File: src/rtl/exu_pkg.sv
// Package: shared codes and types for the integer execute stage.
// Assumes a 6-bit primary opcode and a 6-bit function code.
package exu_pkg;

    localparam int OPC_W = 6;

    // Register-group function codes
    localparam logic [5:0] FN_NOP  = 6'h00;
    localparam logic [5:0] FN_ADD  = 6'h04;
    localparam logic [5:0] FN_SUB  = 6'h06;
    localparam logic [5:0] FN_AND  = 6'h08;
    localparam logic [5:0] FN_OR   = 6'h09;
    localparam logic [5:0] FN_XOR  = 6'h0A;
    localparam logic [5:0] FN_SLL  = 6'h0C;
    localparam logic [5:0] FN_SRL  = 6'h0E;
    localparam logic [5:0] FN_SRA  = 6'h0F;
    localparam logic [5:0] FN_SEQ  = 6'h10;
    localparam logic [5:0] FN_SNE  = 6'h12;
    localparam logic [5:0] FN_SLT  = 6'h14;
    localparam logic [5:0] FN_SLE  = 6'h16;
    localparam logic [5:0] FN_SGT  = 6'h18;
    localparam logic [5:0] FN_SGE  = 6'h1A;

    // Primary opcodes
    localparam logic [5:0] OPC_REG  = 6'h00;
    localparam logic [5:0] OPC_ADDI = 6'h14;
    localparam logic [5:0] OPC_SUBI = 6'h16;
    localparam logic [5:0] OPC_ANDI = 6'h18;
    localparam logic [5:0] OPC_ORI  = 6'h19;
    localparam logic [5:0] OPC_XORI = 6'h1A;
    localparam logic [5:0] OPC_LHI  = 6'h1B;
    localparam logic [5:0] OPC_SLLI = 6'h1C;
    localparam logic [5:0] OPC_SRLI = 6'h1E;
    localparam logic [5:0] OPC_SRAI = 6'h1F;
    localparam logic [5:0] OPC_SEQI = 6'h20;
    localparam logic [5:0] OPC_SNEI = 6'h22;
    localparam logic [5:0] OPC_SLTI = 6'h24;
    localparam logic [5:0] OPC_SLEI = 6'h26;
    localparam logic [5:0] OPC_SGTI = 6'h28;
    localparam logic [5:0] OPC_SGEI = 6'h2A;

    // Internal operation selector
    typedef enum logic [4:0] {
        XOP_NOP, XOP_ADD, XOP_SUB, XOP_AND, XOP_OR, XOP_XOR,
        XOP_SLL, XOP_SRL, XOP_SRA, XOP_LHI,
        XOP_CEQ, XOP_CNE, XOP_CLT, XOP_CLE, XOP_CGT, XOP_CGE,
        XOP_BAD
    } xop_e;

    // Decoded control bundle
    typedef struct packed {
        xop_e op;
        logic use_imm;
        logic imm_zext;
        logic illegal;
    } exu_ctl_t;

endpackage

File: src/rtl/exu_decode.sv
// Module: exu_decode
// Turns the primary opcode and function code into one operation selector.
// It also chooses the operand source and the immediate extension.
// Assumes opcode 0 is the register group. Anything not in the map is flagged illegal.
module exu_decode
    import exu_pkg::*;
(
    input  logic [OPC_W-1:0] op_code,
    input  logic [OPC_W-1:0] fn_code,
    output exu_ctl_t         ctl
);

    // Decode the register group from the function code, the rest from the opcode
    always_comb begin
        ctl = '{op: XOP_NOP, use_imm: 1'b0, imm_zext: 1'b0, illegal: 1'b0};
        if (op_code == OPC_REG) begin
            unique case (fn_code)
                FN_NOP: ctl.op = XOP_NOP;
                FN_ADD: ctl.op = XOP_ADD;
                FN_SUB: ctl.op = XOP_SUB;
                FN_AND: ctl.op = XOP_AND;
                FN_OR:  ctl.op = XOP_OR;
                FN_XOR: ctl.op = XOP_XOR;
                FN_SLL: ctl.op = XOP_SLL;
                FN_SRL: ctl.op = XOP_SRL;
                FN_SRA: ctl.op = XOP_SRA;
                FN_SEQ: ctl.op = XOP_CEQ;
                FN_SNE: ctl.op = XOP_CNE;
                FN_SLT: ctl.op = XOP_CLT;
                FN_SLE: ctl.op = XOP_CLE;
                FN_SGT: ctl.op = XOP_CGT;
                FN_SGE: ctl.op = XOP_CGE;
                default: begin
                    ctl.op      = XOP_BAD;
                    ctl.illegal = 1'b1;
                end
            endcase
        end else begin
            ctl.use_imm = 1'b1;
            unique case (op_code)
                OPC_ADDI: ctl.op = XOP_ADD;
                OPC_SUBI: ctl.op = XOP_SUB;
                OPC_ANDI: begin ctl.op = XOP_AND; ctl.imm_zext = 1'b1; end
                OPC_ORI:  begin ctl.op = XOP_OR;  ctl.imm_zext = 1'b1; end
                OPC_XORI: begin ctl.op = XOP_XOR; ctl.imm_zext = 1'b1; end
                OPC_LHI:  ctl.op = XOP_LHI;
                OPC_SLLI: ctl.op = XOP_SLL;
                OPC_SRLI: ctl.op = XOP_SRL;
                OPC_SRAI: ctl.op = XOP_SRA;
                OPC_SEQI: ctl.op = XOP_CEQ;
                OPC_SNEI: ctl.op = XOP_CNE;
                OPC_SLTI: ctl.op = XOP_CLT;
                OPC_SLEI: ctl.op = XOP_CLE;
                OPC_SGTI: ctl.op = XOP_CGT;
                OPC_SGEI: ctl.op = XOP_CGE;
                default: begin
                    ctl.op      = XOP_BAD;
                    ctl.illegal = 1'b1;
                end
            endcase
        end
    end

endmodule

File: src/rtl/exu_addsub.sv
// Module: exu_addsub
// Adder and subtractor with a signed-overflow output, plus signed compare flags.
// Assumes two's-complement operands of DATA_W bits.
module exu_addsub #(
    parameter int DATA_W = 32
) (
    input  logic [DATA_W-1:0] opa,
    input  logic [DATA_W-1:0] opb,
    input  logic              do_sub,
    output logic [DATA_W-1:0] sum,
    output logic              ovf,
    output logic              lt,
    output logic              eq
);

    localparam int MSB = DATA_W - 1;

    logic [DATA_W-1:0] opb_inv;
    logic [DATA_W:0]   diff_x;

    // Shared adder: subtraction adds the inverted operand plus one
    always_comb begin
        opb_inv = do_sub ? ~opb : opb;
        sum     = opa + opb_inv + {{(DATA_W-1){1'b0}}, do_sub};
        ovf     = (opa[MSB] == opb_inv[MSB]) && (sum[MSB] != opa[MSB]);
    end

    // Compare path: one extra bit makes the sign of the difference exact
    always_comb begin
        diff_x = {opa[MSB], opa} - {opb[MSB], opb};
        lt     = diff_x[DATA_W];
        eq     = (opa == opb);
    end

endmodule

File: src/rtl/exu_shifter.sv
// Module: exu_shifter
// Log-stage barrel shifter giving left-logical, right-logical and right-arithmetic results.
// Assumes DATA_W is a power of two. The shift amount is its low log2(DATA_W) bits.
module exu_shifter #(
    parameter int DATA_W = 32,
    parameter int SH_W   = $clog2(DATA_W)
) (
    input  logic [DATA_W-1:0] din,
    input  logic [SH_W-1:0]   amt,
    input  logic              arith,
    output logic [DATA_W-1:0] shl,
    output logic [DATA_W-1:0] shr
);

    logic [DATA_W-1:0] lst [0:SH_W];
    logic [DATA_W-1:0] rst_s [0:SH_W];
    logic              fill;

    assign fill     = arith & din[DATA_W-1];
    assign lst[0]   = din;
    assign rst_s[0] = din;

    // One stage per amount bit; stage k moves the data by 2**k places
    for (genvar k = 0; k < SH_W; k++) begin : g_stage
        localparam int S = 1 << k;
        assign lst[k+1]   = amt[k] ? {lst[k][DATA_W-1-S:0], {S{1'b0}}} : lst[k];
        assign rst_s[k+1] = amt[k] ? {{S{fill}}, rst_s[k][DATA_W-1:S]} : rst_s[k];
    end

    assign shl = lst[SH_W];
    assign shr = rst_s[SH_W];

endmodule

File: src/rtl/int_exec_stage.sv
// Module: int_exec_stage (top)
// Integer execute stage: decode, select the operand, compute, then register the result and flags.
// Assumes a synchronous active-low reset and one-cycle latency from inputs to outputs.
module int_exec_stage
    import exu_pkg::*;
#(
    parameter int DATA_W = 32,
    parameter int IMM_W  = 16
) (
    input  logic              clk,
    input  logic              rst_n,
    input  logic [5:0]        op_code,
    input  logic [5:0]        fn_code,
    input  logic [DATA_W-1:0] src_a,
    input  logic [DATA_W-1:0] src_b,
    input  logic [IMM_W-1:0]  imm,
    output logic [DATA_W-1:0] result_q,
    output logic              ovf_q,
    output logic              illegal_q
);

    localparam int SH_W  = $clog2(DATA_W);
    localparam int EXT_W = DATA_W - IMM_W;

    exu_ctl_t          ctl;
    logic [DATA_W-1:0] imm_ext;
    logic [DATA_W-1:0] opb;
    logic [DATA_W-1:0] sum;
    logic              add_ovf;
    logic              lt;
    logic              eq;
    logic [DATA_W-1:0] shl;
    logic [DATA_W-1:0] shr;
    logic [DATA_W-1:0] res_d;
    logic              ovf_d;
    logic              cmp_hit;

    exu_decode u_decode (
        .op_code (op_code),
        .fn_code (fn_code),
        .ctl     (ctl)
    );

    // Extend the immediate and pick the second operand
    always_comb begin
        imm_ext = ctl.imm_zext ? {{EXT_W{1'b0}}, imm} : {{EXT_W{imm[IMM_W-1]}}, imm};
        opb     = ctl.use_imm ? imm_ext : src_b;
    end

    exu_addsub #(.DATA_W(DATA_W)) u_addsub (
        .opa    (src_a),
        .opb    (opb),
        .do_sub (ctl.op == XOP_SUB),
        .sum    (sum),
        .ovf    (add_ovf),
        .lt     (lt),
        .eq     (eq)
    );

    exu_shifter #(.DATA_W(DATA_W), .SH_W(SH_W)) u_shifter (
        .din   (src_a),
        .amt   (opb[SH_W-1:0]),
        .arith (ctl.op == XOP_SRA),
        .shl   (shl),
        .shr   (shr)
    );

    // Evaluate the compare condition named by the operation
    always_comb begin
        unique case (ctl.op)
            XOP_CEQ: cmp_hit = eq;
            XOP_CNE: cmp_hit = !eq;
            XOP_CLT: cmp_hit = lt;
            XOP_CLE: cmp_hit = lt | eq;
            XOP_CGT: cmp_hit = !(lt | eq);
            XOP_CGE: cmp_hit = !lt;
            default: cmp_hit = 1'b0;
        endcase
    end

    // Select the result and gate the overflow flag to the add and subtract operations
    always_comb begin
        ovf_d = 1'b0;
        unique case (ctl.op)
            XOP_ADD, XOP_SUB: begin
                res_d = sum;
                ovf_d = add_ovf;
            end
            XOP_AND: res_d = src_a & opb;
            XOP_OR:  res_d = src_a | opb;
            XOP_XOR: res_d = src_a ^ opb;
            XOP_SLL: res_d = shl;
            XOP_SRL, XOP_SRA: res_d = shr;
            XOP_LHI: res_d = {imm, {EXT_W{1'b0}}};
            XOP_CEQ, XOP_CNE, XOP_CLT, XOP_CLE, XOP_CGT, XOP_CGE:
                res_d = {{(DATA_W-1){1'b0}}, cmp_hit};
            default: res_d = '0;
        endcase
    end

    // Output register with synchronous active-low reset
    always_ff @(posedge clk) begin
        if (!rst_n) begin
            result_q  <= '0;
            ovf_q     <= 1'b0;
            illegal_q <= 1'b0;
        end else begin
            result_q  <= res_d;
            ovf_q     <= ovf_d;
            illegal_q <= ctl.illegal;
        end
    end

endmodule

File: config.mk
export PLATFORM = sky130hd
export DESIGN_NAME = int_exec_stage
export DESIGN_NICKNAME = d
export VERILOG_FILES = /design/src/rtl/exu_pkg.sv /design/src/rtl/exu_decode.sv /design/src/rtl/exu_addsub.sv /design/src/rtl/exu_shifter.sv /design/src/rtl/int_exec_stage.sv
export SDC_FILE = /design/constraint.sdc
export NUM_CORES = 1
export LEC_CHECK = 0
export BUFFER_PORTS_ARGS = -buffer_cell sky130_fd_sc_hd__buf_2
export CAP_MARGIN = 30
export CORE_ASPECT_RATIO = 1.5
export CORE_MARGIN = 2
export CORE_UTILIZATION = 30
export DETAILED_ROUTE_END_ITERATION = 8
export GPL_TIMING_DRIVEN = 0
export SLEW_MARGIN = 10
export SYNTH_ARGS = -nofsm -noshare
export SYNTH_HDL_FRONTEND = slang
export SYNTH_SLANG_ARGS = --single-unit
export TNS_END_PERCENT = 50
File: constraint.sdc
create_clock -name clk -period 19.5 [get_ports clk]
set_clock_uncertainty 0.1 [all_clocks]
set_input_delay 4.875 -clock clk [delete_from_list [all_inputs] [get_ports clk]]
set_output_delay 4.875 -clock clk [all_outputs]
set_load 0.01 [all_outputs]
* After elaboration in Yosys (flattened, before gate mapping)
Cells that the tools add are included.
Operators by class: equality and inequality tests 47, $add $sub $neg 3, reductions and logical operators 13, bitwise logic cells 6, mux-type cells 23
Operator list (number):
- $mux 32 | 13
- $pmux 32 s8 | 1
- $pmux 5 s15 | 2
- $eq 6x5->1 const B | 15
- $eq 5x4->1 const B | 8
- $eq 6x4->1 const B | 6
- $eq 6x6->1 const B | 6
- $sub 32x32->33 | 1
- $add 32x1->32 | 1
- $add 32x32->32 | 1
- $and 32x32->32 | 1
- $eq 32x32->1 | 1
- $not 32->32 | 1
- $or 32x32->32 | 1
- $xor 32x32->32 | 1
- $reduce_or 15->1 | 2
- $eq 5x3->1 const B | 4
- $eq 6x3->1 const B | 2
- $logic_not 6->1 | 2
- $eq 5x2->1 const B | 2
- $pmux 1 s6 | 1
- $reduce_or 6->1 | 1
- $eq 5x1->1 const B | 1
- $mux 5 | 1
- other kinds (11) | 17
Storage, ports and cells: flip-flop bits (word level) 34, bits of input ports 94, output and inout bits 34

* Longest topological paths before layout
Gate-level depths: netlist of run 1.
depth in word-level cells 12, gate-level depth with buffers 22, mapped depth without buffers 18

* By module
A second synthesis of run 1 with hierarchy kept.
Unflattened totals: cells, all modules 1367, area, all modules 11068.1 um2
Modules (own cells, without submodules):
- exu_shifter | sequential area each 0.0 um2, cells an instance 481, instances 1, area an instance 4170.2 um2
- int_exec_stage | sequential area each 680.7 um2, cells an instance 394, instances 1, area an instance 3385.7 um2
- exu_addsub | sequential area each 0.0 um2, cells an instance 419, instances 1, area an instance 3014.1 um2
- exu_decode | sequential area each 0.0 um2, cells an instance 73, instances 1, area an instance 498.0 um2

* Worst setup path after synthesis of run 1
OpenSTA, ideal clock, no wires.
path type input to register, start in op_code[1], end reg result_q[22], data required time 19.326 ns, arrival 9.394 ns, cell stages on the path 20, path slack 9.932 ns, path through buf_6 or3_4 nor2_8 nand3_4 o21a_1 buf_6 nor4_2 clkbuf_1 xnor2_1 ha_1 nand2_1 o311a_1 o31ai_1 nor2_1 or3_1 o221ai_1 a31oi_1 xnor2_1 nand2_1 a31oi_1
Between the ends: cells in the longest elaborated chain, start to end 11, elaborated cells on any way between the ends 60, classes of those cells 2 x add/sub; 30 x eq/ne; 18 x mux; 5 x bitwise; 5 x reduce/logical
RTL lines:
- start: declaration | RTL line int_exec_stage.sv:12 | input logic [5:0] op_code,
- branches (longest 10 deep; another with $add 32x32->32)
- $pmux 32 s8 (*) | RTL line int_exec_stage.sv:84 | unique case (ctl.op)
- end signal: assignment | RTL line int_exec_stage.sv:108 | result_q <= res_d;
- end: declaration | RTL line int_exec_stage.sv:17 | output logic [DATA_W-1:0] result_q,
Every way passes the cells marked *. A chain may end at the register's enable or synchronous reset.

* Final worst setup path of run 1
start in op_code[3], end reg result_q[26]
The elaborated chain is that of the path after synthesis.

==> impl_results.md, run 1 <==
* WP data arrival at approximately 12 ns
* Worst hold path type: in2reg
* Hold Path Origin: rst_n
* Hold Crit Depth at 3
* Setup slack after placement at 7.928 ns
* Root buffer cell: clkbuf_16
* Largest net degree at the start of global routing at 12
* Leak at 4.800 nW
* Avg Cell Area, Syn at 7.166 um2
* Flop pwr share at 0.135
* Most frequent cell after synthesis: nand2_1
* Slew headroom at 0.2045
* Routed WL at ~67,000 um
* Top cells by count, synth: nand2_1, ha_1, a21oi_1
* Least-Margin Pin Slew at between 1 and 1.5 ns
* Worst-path clk slew at 0.06 ns
* RSZ-0062 raised after global routing: false
* CP Launch Type: input port
* Initial Util at 0.3048
* Clock power share at 0.191
* Yosys warnings at 0
* Yosys top cell by area: ha_1
* Rows at 80
* Die H at about 220 um
* First-pass GRT wire length at 91,080 um
* Worst Hold Endpoint: illegal_q
* Final net count at 1,719
* Crit. End Element: register
* Seq/Total Area, Yosys at 0.07015
* Min Tclk post-route at 11.53 ns
* CTS Buffer Depth at 2
* Cell Area, Synth at 9703 um2
* Top cells by area, synth: ha_1, mux2i_1, dfxtp_1
* Syn Nets at about 1,600
* Syn Inst Count at 1,354
* Die width at about 150 um
* Number of library cell types mapped by synthesis at 89
* Area grow syn2layout at 14.21%
* DIE AREA at 33,830 um2
* H-tree depth at 2
* Int Power at 0.2552 mW
* Reg area at ~680 um2
* Routed length per instance at 34.97 um
* Routed vias/inst at about 6.4
* Gr usage total at 0.3884
* CTS buffer count at 5
* CP Class: in2reg
* Gp weighted congestion at 1.080
* Final worst path period share at 0.5915
* Hold_buf cts at 0
* Initial antenna violation count at 4
* CTS Sinks at 34
* Synth Flop Type: dfxtp_1
* Switching Fraction at 0.5470
* Post-synth EDFFs at 0
* Maximum fanout along the worst path at 11
* # fillers at 3,583
* Footprint of the multi-input gates at 8347 um2
* DRC at 0
* CTS resizes at 0
* Status: complete, no violations
* Setup TNS at 0 ns
* Fin. Hold Viols at 0
* DR pass1 iterations at 8
* IO Pins at 128
* Fmax at between 0.08 and 0.09 GHz
* Switching power at 0.3082 mW
* Slew Viols, Final at 0
* Grt total ovfl at 0
* Post-synth top area share at 0.1715
* Number of DRC markers in iteration 0 at roughly 1,400
* I/O Buffers at between 100 and 150
* Worst VDD drop at 26.59 uV
* Routed vias at about 12,000
* Vias in the first global route at 11,783
* Power per cell area at 50.84 nW/um2
* CTS tree: done
* Setup ws final at 7.966 ns
* CP required at 19.55 ns
* Post-CTS setup buffer count at 0
* Max-cap violations at 0
* Comb power frac at 0.673
* DRT antenna net count at 0
* Core ar. at 31,830 um2
* Setup violations, final at 0
* Yosys reg bits at 34
* Post-DP HPWL at 54,350 um
* Async SR Flop Fraction at 0
* Share of layout cells above drive strength 1 at 0.1402
critical path, cell delays in order:
cell	delay [ns]
buf_2	0.11
buf_2	0.17
nor3_1	0.43
nand2_1	0.17
nand2_1	0.10
nand2_1	0.15
inv_1	0.15
clkbuf_1	0.55
clkbuf_1	0.61
buf_1	0.67
xnor2_1	0.14
ha_1	0.39
nand2_1	0.09
o311a_1	0.42
o31ai_1	0.64
o21bai_1	0.21
a21oi_1	0.23
nor2_1	0.08
xnor2_1	0.60
a22oi_1	0.22
a41oi_1	0.54
cell type report:
type / instances / share of cell area
clock buffer: 6 / 0.01253
sequential: 34 / 0.06142
timing repair buffer: 130 / 0.06052
multi-input combinational: 1146 / 0.7532
antenna: 2 / 0.0004516
buffer: 88 / 0.03376
tap: 410 / 0.04629
clock inverter: 1 / 0.002710
inverter: 86 / 0.02913
routing by layer:
metal,share of wire,track usage,vias up
li1,-,-,5279
met1,0.37,0.4454,5962
met3,0.062,0.05213,250
met5,0.00038,0,-
met4,0.098,0.3009,4
met2,0.47,0.6440,741
worst max path at each step:
stage | from | to | slack, ns
finish | op_code[3] | result_q[26] | 7.97
global route | op_code[0] | result_q[26] | 7.84
CTS | op_code[3] | result_q[26] | 8.23
detailed placement | op_code[0] | result_q[26] | 7.93
global placement | op_code[0] | result_q[26] | 7.58
floorplan | op_code[1] | result_q[22] | 9.93
flip-flops by register name, indices dropped and copies added, names as in the netlist:
name / flops
result_q: 32
illegal_q: 1
ovf_q: 1
cell families after synthesis:
group / share of synthesized area
mux: 0.1326
flops: 0.07015
fa+ha+maj: 0.1736
buf+inv: 0.07182
xor+xnor: 0.05687
compound gates: 0.3123
simple gates: 0.1827
through the flow:
step                power, mW  area [um2]    util  instances  hold slack (ns)
floorplan              0.2886        9703       -       1354            4.915
CTS                    0.5506       11060  0.3476       1899            4.748
detailed placement     0.4410       10900  0.3423       1892            5.076
global route           0.5817       11080  0.3481       1902            4.781
finish                 0.5634       11080  0.3482       1903            4.758
global placement       0.4423       10830  0.3403       1887            5.065
power groups by stage:
stage,Combinational [mW],Clock (mW),Sequential [mW]
global placement,0.365,0,0.0777
floorplan,0.208,0,0.0808
detailed placement,0.363,0,0.0777
CTS,0.365,0.110,0.0762
global route,0.395,0.110,0.0766
finish,0.379,0.108,0.0761
cell usage in the layout (no fill, tap or decap), types with 7 or more instances in the layout:
cell | netlist | final
nand2_1 | 158 | 158
buf_2 | 17 | 141
ha_1 | 133 | 133
a21oi_1 | 113 | 113
nor2_1 | 110 | 110
mux2i_1 | 88 | 88
inv_1 | 83 | 83
o21ai_0 | 82 | 82
clkbuf_1 | 53 | 53
xnor2_1 | 52 | 52
dfxtp_1 | 34 | 34
o211ai_1 | 32 | 32
a211oi_1 | 30 | 30
nand3_1 | 23 | 23
nor3_1 | 22 | 22
a31oi_1 | 20 | 20
mux2_2 | 18 | 18
a21o_1 | 15 | 15
buf_1 | 14 | 14
a221oi_1 | 14 | 14
o22ai_1 | 13 | 13
a41oi_1 | 13 | 13
o21a_1 | 11 | 11
xor2_1 | 11 | 11
a222oi_1 | 11 | 11
nor2b_1 | 9 | 9
and3_1 | 9 | 9
nand4_1 | 9 | 9
mux4_2 | 9 | 9
and2_1 | 8 | 8
o21bai_1 | 8 | 8
nand2b_1 | 7 | 7
nor4_1 | 8 | 7
(Power assumes the default switching activity.)
==> run 2: changes to the inputs <==
- ABC_AREA: not set -> 1
- clock period: 19.5 -> 10.5 ns (I/O delays scaled with it)
==> run 2 against run 1 <==
Compared with the run above: combinational power is 82% higher; sequential share of layout area hardly changed; die area is 0.69% higher; clock power is 68% higher; flip-flop and latch count stayed put; utilization is 0.47 points lower; via count is 6.0% higher; design area is 0.19% higher; count of clock-buffer cells in the layout stayed put; synthesized area is 0.71% higher; total power is 81% higher.
==> impl_results.md, run 2 <==
* Status: complete, no violations
* Min Tclk post-route at 7.519 ns
* Leak at between 5 and 6 nW
* Hold_ws at approximately 2.6 ns
* Worst hold path type: in2reg
* Initial antenna violation count at 2
* RSZ-0062 raised after global routing: false
* CTS resizes at 0
* DIE AREA at 34,060 um2
* Top reg by flops: result_q
* IO Pins at 128
* Synth Flop Type: dfxtp_1
* Yosys top cell by area: nand2_1
* Cell Area, Placed at 10,940 um2
* Total stage count of the critical path at 23
* Crit. End Element: register
* Synth Area in Simple Gates at 0.3460
* Share of layout cells above drive strength 1 at 0.1246
* Routed vias at 12,968
* Syn Inst Count at 1,733
* DRT antenna net count at 0
* Largest family of logic cells by synthesized area: simple AND/OR/NAND/NOR gates
* Yosys warnings at 0
* Post-DP HPWL at ~52,000 um
* CP required at 10.53 ns
* First-pass GRT wire length at approximately 85,000 um
* DR pass1 iterations at 6
* Final Non-Filler Cells at roughly 2,300
* Final design utilization at 0.3434
* Least-Margin Pin Slew at 1.062 ns
* Final net count at 2,097
* Syn Nets at between 1,500 and 2,000
* Largest net degree at the start of global routing at 12
* Commonest non-fill, non-tap cell in the layout: nand2_1
* Post-synth EDFFs at 0
* Post-synthesis adder-cell area fraction at 0.1723
* Number of flip-flops under the largest register name at 32
* Vias in the first global route at about 13,000
* Async SR Flop Fraction at 0
* Max stage delay cell, worst path: nor4_1
* Cell Area, Synth at 9772 um2
* Post-synthesis compound-gate area fraction at 0.2593
* Gr usage total at 0.3493
* CTS Sinks at 34
* CTS tree: done
* Cells after DPL at 2,277
* Slew headroom at 0.2877
* Maximum fanout along the worst path at 11
* Number of DRC markers in iteration 0 at 1,095
* DRC at 0
* Routed length per instance at 26.22 um
* Setup TNS at 0 ns
* Buf+Inv Stages, Crit Path at 6
* Most frequent cell after synthesis: nand2_1
* Setup ws final at just under 3 ns
* Hold_buf cts at 0
* Power per cell area at around 92 nW/um2
* Number of library cell types mapped by synthesis at 57
* Hold Crit Depth at 3
* Final worst path period share at 0.7161
* Die H at 225.0 um
* Seq/Total Area, Yosys at 0.06965
* Post-synth top area share at 0.1871
* CTS Buffer Depth at 2
* Core ar. at 32,330 um2
* Grt total ovfl at 0
* Root buffer cell: clkbuf_16
* Avg Cell Area, Syn at 5.639 um2
* Die width at approximately 150 um
* CP Class: in2reg
* Final instance area at 11,100 um2
* Xor/xnor share of the synthesized area at 0.03406
* Routed WL at 59,920 um
* Mux cell area share after synthesis at 0.006146
* CP max stage delay at roughly 0.53 ns
* I/O Buffers at ~130
* CP Launch Type: input port
* WP data arrival at 7.55 ns
* Worst VDD drop at roughly 51 uV
* Routed vias/inst at 5.675
* Setup slack after placement at 2.767 ns
* Post-CTS setup buffer count at 0
* # fillers at approximately 3,800
* CTS buffer count at 5
* Area grow syn2layout at 13.62%
* H-tree depth at 2
* Rows at 81
* Worst-path clk slew at 0.05 ns
* Max-cap violations at 0
* N_diodes at 0
* Top cells by count, synth: nand2_1, inv_1, o21ai_0
* Fin. Hold Viols at 0
* Top Registers: result_q x32, illegal_q x1, ovf_q x1
* Total Power at approximately 1.0 mW
* Critical-path cell list: buf_2, nor2_4, nand3_2, buf_6, buf_2, nand2_1, o21ai_1, clkinv_1, buf_2, buf_2, xor2_1, ha_1, a21oi_1, nand2_1, a21oi_1, nor2_1, nor2_1, o21ai_0, a21o_1, o21ai_0, a21oi_1, nor4_1, a21oi_1
* Slew Viols, Final at 0
* Fmax at 0.1330 GHz
* Setup violations, final at 0
* Critical path's top delay family: buffers and inverters
* Initial Util at 0.3023
* Yosys reg bits at 34
* Gp weighted congestion at roughly 1.0
* Commonest non-fill, non-tap cells in the layout: nand2_1, inv_1, buf_2
* Top cells by area, synth: nand2_1, ha_1, o21ai_0
==> run 2: kinds of logic (layout without fill, tap and decap cells) <==
family	Yosys count	count (layout)
xor gates and xnor gates	38	38
DFF	34	34
and+or+nand+nor	806	806
buffers and inverters	273	410
AOI/OAI and AO/OA	442	442
muxes	6	6
adders and majority gates	134	134
==> run 2: final timing paths <==
check,start,endpoint,slack [ns]
worst max-delay path,op_code[0],result_q[18],2.98
worst min-delay path,rst_n,ovf_q,2.58
==> run 2: cell type report <==
class,count,area (um2),share of cell area
plain buffers,74,352.8,0.03178
clock buffers,6,128.9,0.01161
flip-flops and latches,34,680.7,0.06130
repair buffers,129,645.6,0.05815
well taps,415,519.2,0.04677
multi-input cells,1426,7991,0.7197
clock inverters,2,37.54,0.003381
inverters,199,747.0,0.06728
==> run 2: metal layers <==
layer	vias to the layer above	track usage	part of all wire
li1	6065	-	-
met2	704	0.6076	0.48
met5	-	0	0
met4	0	0.2834	0.10
met3	227	0.03684	0.056
met1	5972	0.3768	0.36
==> run 2: worst min-delay path, cell delays in order <==
cell and delay, ns:
buf_2 0.15, nand3_1 0.10, nor2_1 0.05
==> run 2: power breakdown <==
part | leakage (nW) | internal, mW | switching, mW | total [mW]
logic | 5.38 | 0.196 | 0.492 | 0.688
registers | 0.278 | 0.144 | 0.00498 | 0.149
clock network | 0.0771 | 0.112 | 0.0682 | 0.181
==> run 3: changes to the inputs <==
- ABC_AREA: 1 -> 0
- clock period: 10.5 -> 6 ns (I/O delays scaled with it)
==> run 3 against run 2 <==
Compared with the run above: the run now ends with negative setup slack left; wire length up 3.0%; clock power up 93%; sequential power up 66%; utilization up 3.6 points; critical path type unchanged.
==> impl_results.md, run 3 (same netlist as run 1, synthesis figures left out) <==
* Worst-path clk slew at 0.07 ns
* CP Class: in2reg
* Number of DRC markers in iteration 0 at between 1,000 and 1,500
* Initial antenna violation count at 0
* Met1 Use GR at 0.4019
* Final net count at 1,748
* Routed vias/inst at 6.360
* Grt total ovfl at 0
* Hold Path Origin: rst_n
* CP required at 6.08 ns
* Die width at 150.8 um
* M2 GR Usage at 0.5979
* Min Tclk post-route at roughly 6 ns
* Critical-path cell list: buf_6, or3_4, nor2_8, buf_4, mux2_4, inv_6, buf_6, buf_2, buf_4, ha_2, nor2_1, a31oi_4, mux2i_1, o221ai_2, a221oi_1, a31oi_2
* Maximum fanout along the worst path at 11
* Hold Crit Depth at 3
* RSZ-0062 raised after global routing: true
* WP data arrival at slightly above 6 ns
* Leak at 5.172 nW
* Crit. End Element: register
* DRC at 0
* Busiest grt layer: met2
* DIE AREA at 33,830 um2
* Fin. Hold Viols at 0
* Area grow syn2layout at 24.51%
* Worst VDD drop at around 91 uV
* IO Pins at 128
* Routed length per instance at 31.96 um
* Fmax at 0.1666 GHz
* Power per cell area at ~160 nW/um2
* Core ar. at 31,830 um2
* Largest net degree at the start of global routing at 20
* Top Registers: result_q x32, illegal_q x1, ovf_q x1
* I/O Buffers at 123
* Commonest non-fill, non-tap cell in the layout: nand2_1
* Vias in the first global route at 11,658
* Routed vias at 12,282
* Rows at 80
* Worst Hold Endpoint: illegal_q
* Slew Viols, Final at 0
* Met3 usage at 0.05274
* Setup ws final at -0.001576 ns
* CP max stage delay at 0.49 ns
* CTS buffer count at 5
* Final worst path period share at 1.000
* H-tree depth at 2
* Max-cap violations at 0
* CTS Buffer Depth at 2
* Violated checks: negative setup slack
* DR pass1 iterations at 7
* Number of flip-flops under the largest register name at 32
* Least-Margin Pin Slew at 1.111 ns
* Share of layout cells above drive strength 1 at 0.2211
* Final design utilization at 0.3796
* Gr usage total at 0.3581
* Cell Area, Placed at about 11,000 um2
* Hold_buf cts at 0
* Slew headroom at 0.2595
* Post-DP HPWL at 49,990 um
* Top reg by flops: result_q
* Die H at about 220 um
* Routed WL at about 62,000 um
* DRT antenna net count at 0
* Initial Util at 0.3048
* Final instance area at 12,080 um2
* Max stage delay cell, worst path: o221ai_2
* Status: complete, but fails checks
* Commonest non-fill, non-tap cells in the layout: nand2_1, buf_2, ha_1
* Gp weighted congestion at 1.091
* CP Launch Type: input port
* First-pass GRT wire length at roughly 85,000 um
* CTS Sinks at 34
* Setup TNS at -0.001576 ns
* Setup violations, final at 1
* CTS tree: done
* Root buffer cell: clkbuf_16
* Worst hold path type: in2reg
[run 3: how the worst max path moves through the flow]
stage	slack (ns)	startpoint	endpoint
floorplan	0.07	op_code[1]	result_q[29]
global placement	-2.35	op_code[0]	result_q[29]
detailed placement	-2.34	op_code[0]	result_q[29]
CTS	-0.03	op_code[3]	result_q[0]
global route	-0.06	op_code[3]	result_q[22]
finish	-0.002	op_code[3]	result_q[14]
[run 3: through the flow]
stage | power, mW | cells | setup slack [ns] | hold slack (ns)
global placement | 1.394 | 1887 | -2.351 | 1.690
detailed placement | 1.393 | 1893 | -2.337 | 1.690
CTS | 1.806 | 1907 | -0.03231 | 1.361
finish | 1.917 | 1931 | -0.001576 | 1.364
global route | 1.979 | 1930 | -0.06450 | 1.381
floorplan | 0.9392 | 1354 | 0.06931 | 1.540
[run 3: layout make-up]
| class | count | area (um2) |
|---|---|---|
| multi-input combinational | 1146 | 8932 |
| antenna | 1 | 2.502 |
| fill | 3425 | 19750 |
| timing repair buffer | 163 | 938.4 |
| clock inverter | 1 | 30.03 |
| tap | 410 | 513.0 |
| sequential | 34 | 680.7 |
| buffer | 84 | 514.2 |
| inverter | 86 | 331.6 |
| clock buffer | 6 | 138.9 |
[run 3: power breakdown]
group	switching, mW	internal [mW]	leakage, nW
clock network	0.143	0.206	0.0829
logic	0.869	0.450	4.81
registers	0.00419	0.243	0.277
total	1.02	0.900	5.17
[run 3: routing by layer]
layer / vias up / share of wire / routed length [um]
met2: 784 / 0.47 / 28760
met5: - / 0 / 0
met4: 0 / 0.11 / 6577
li1: 5340 / - / -
met3: 258 / 0.072 / 4425
met1: 5900 / 0.36 / 21950
[run 3: repair_timing]
item                                    in CTS  in global routing
resized for setup                           99                 85
endpoints found under the setup margin      31                 20
setup buffers                                9                 25
pin swaps                                   11                 44
[run 3: worst max-delay path: cells and delay by family]
kind,cells,cell delay (ns)
AOI/OAI and AO/OA,4,1.46
adders and majority gates,1,0.38
buffers and inverters,6,1.20
muxes,2,0.76
and+or+nand+nor,3,0.73
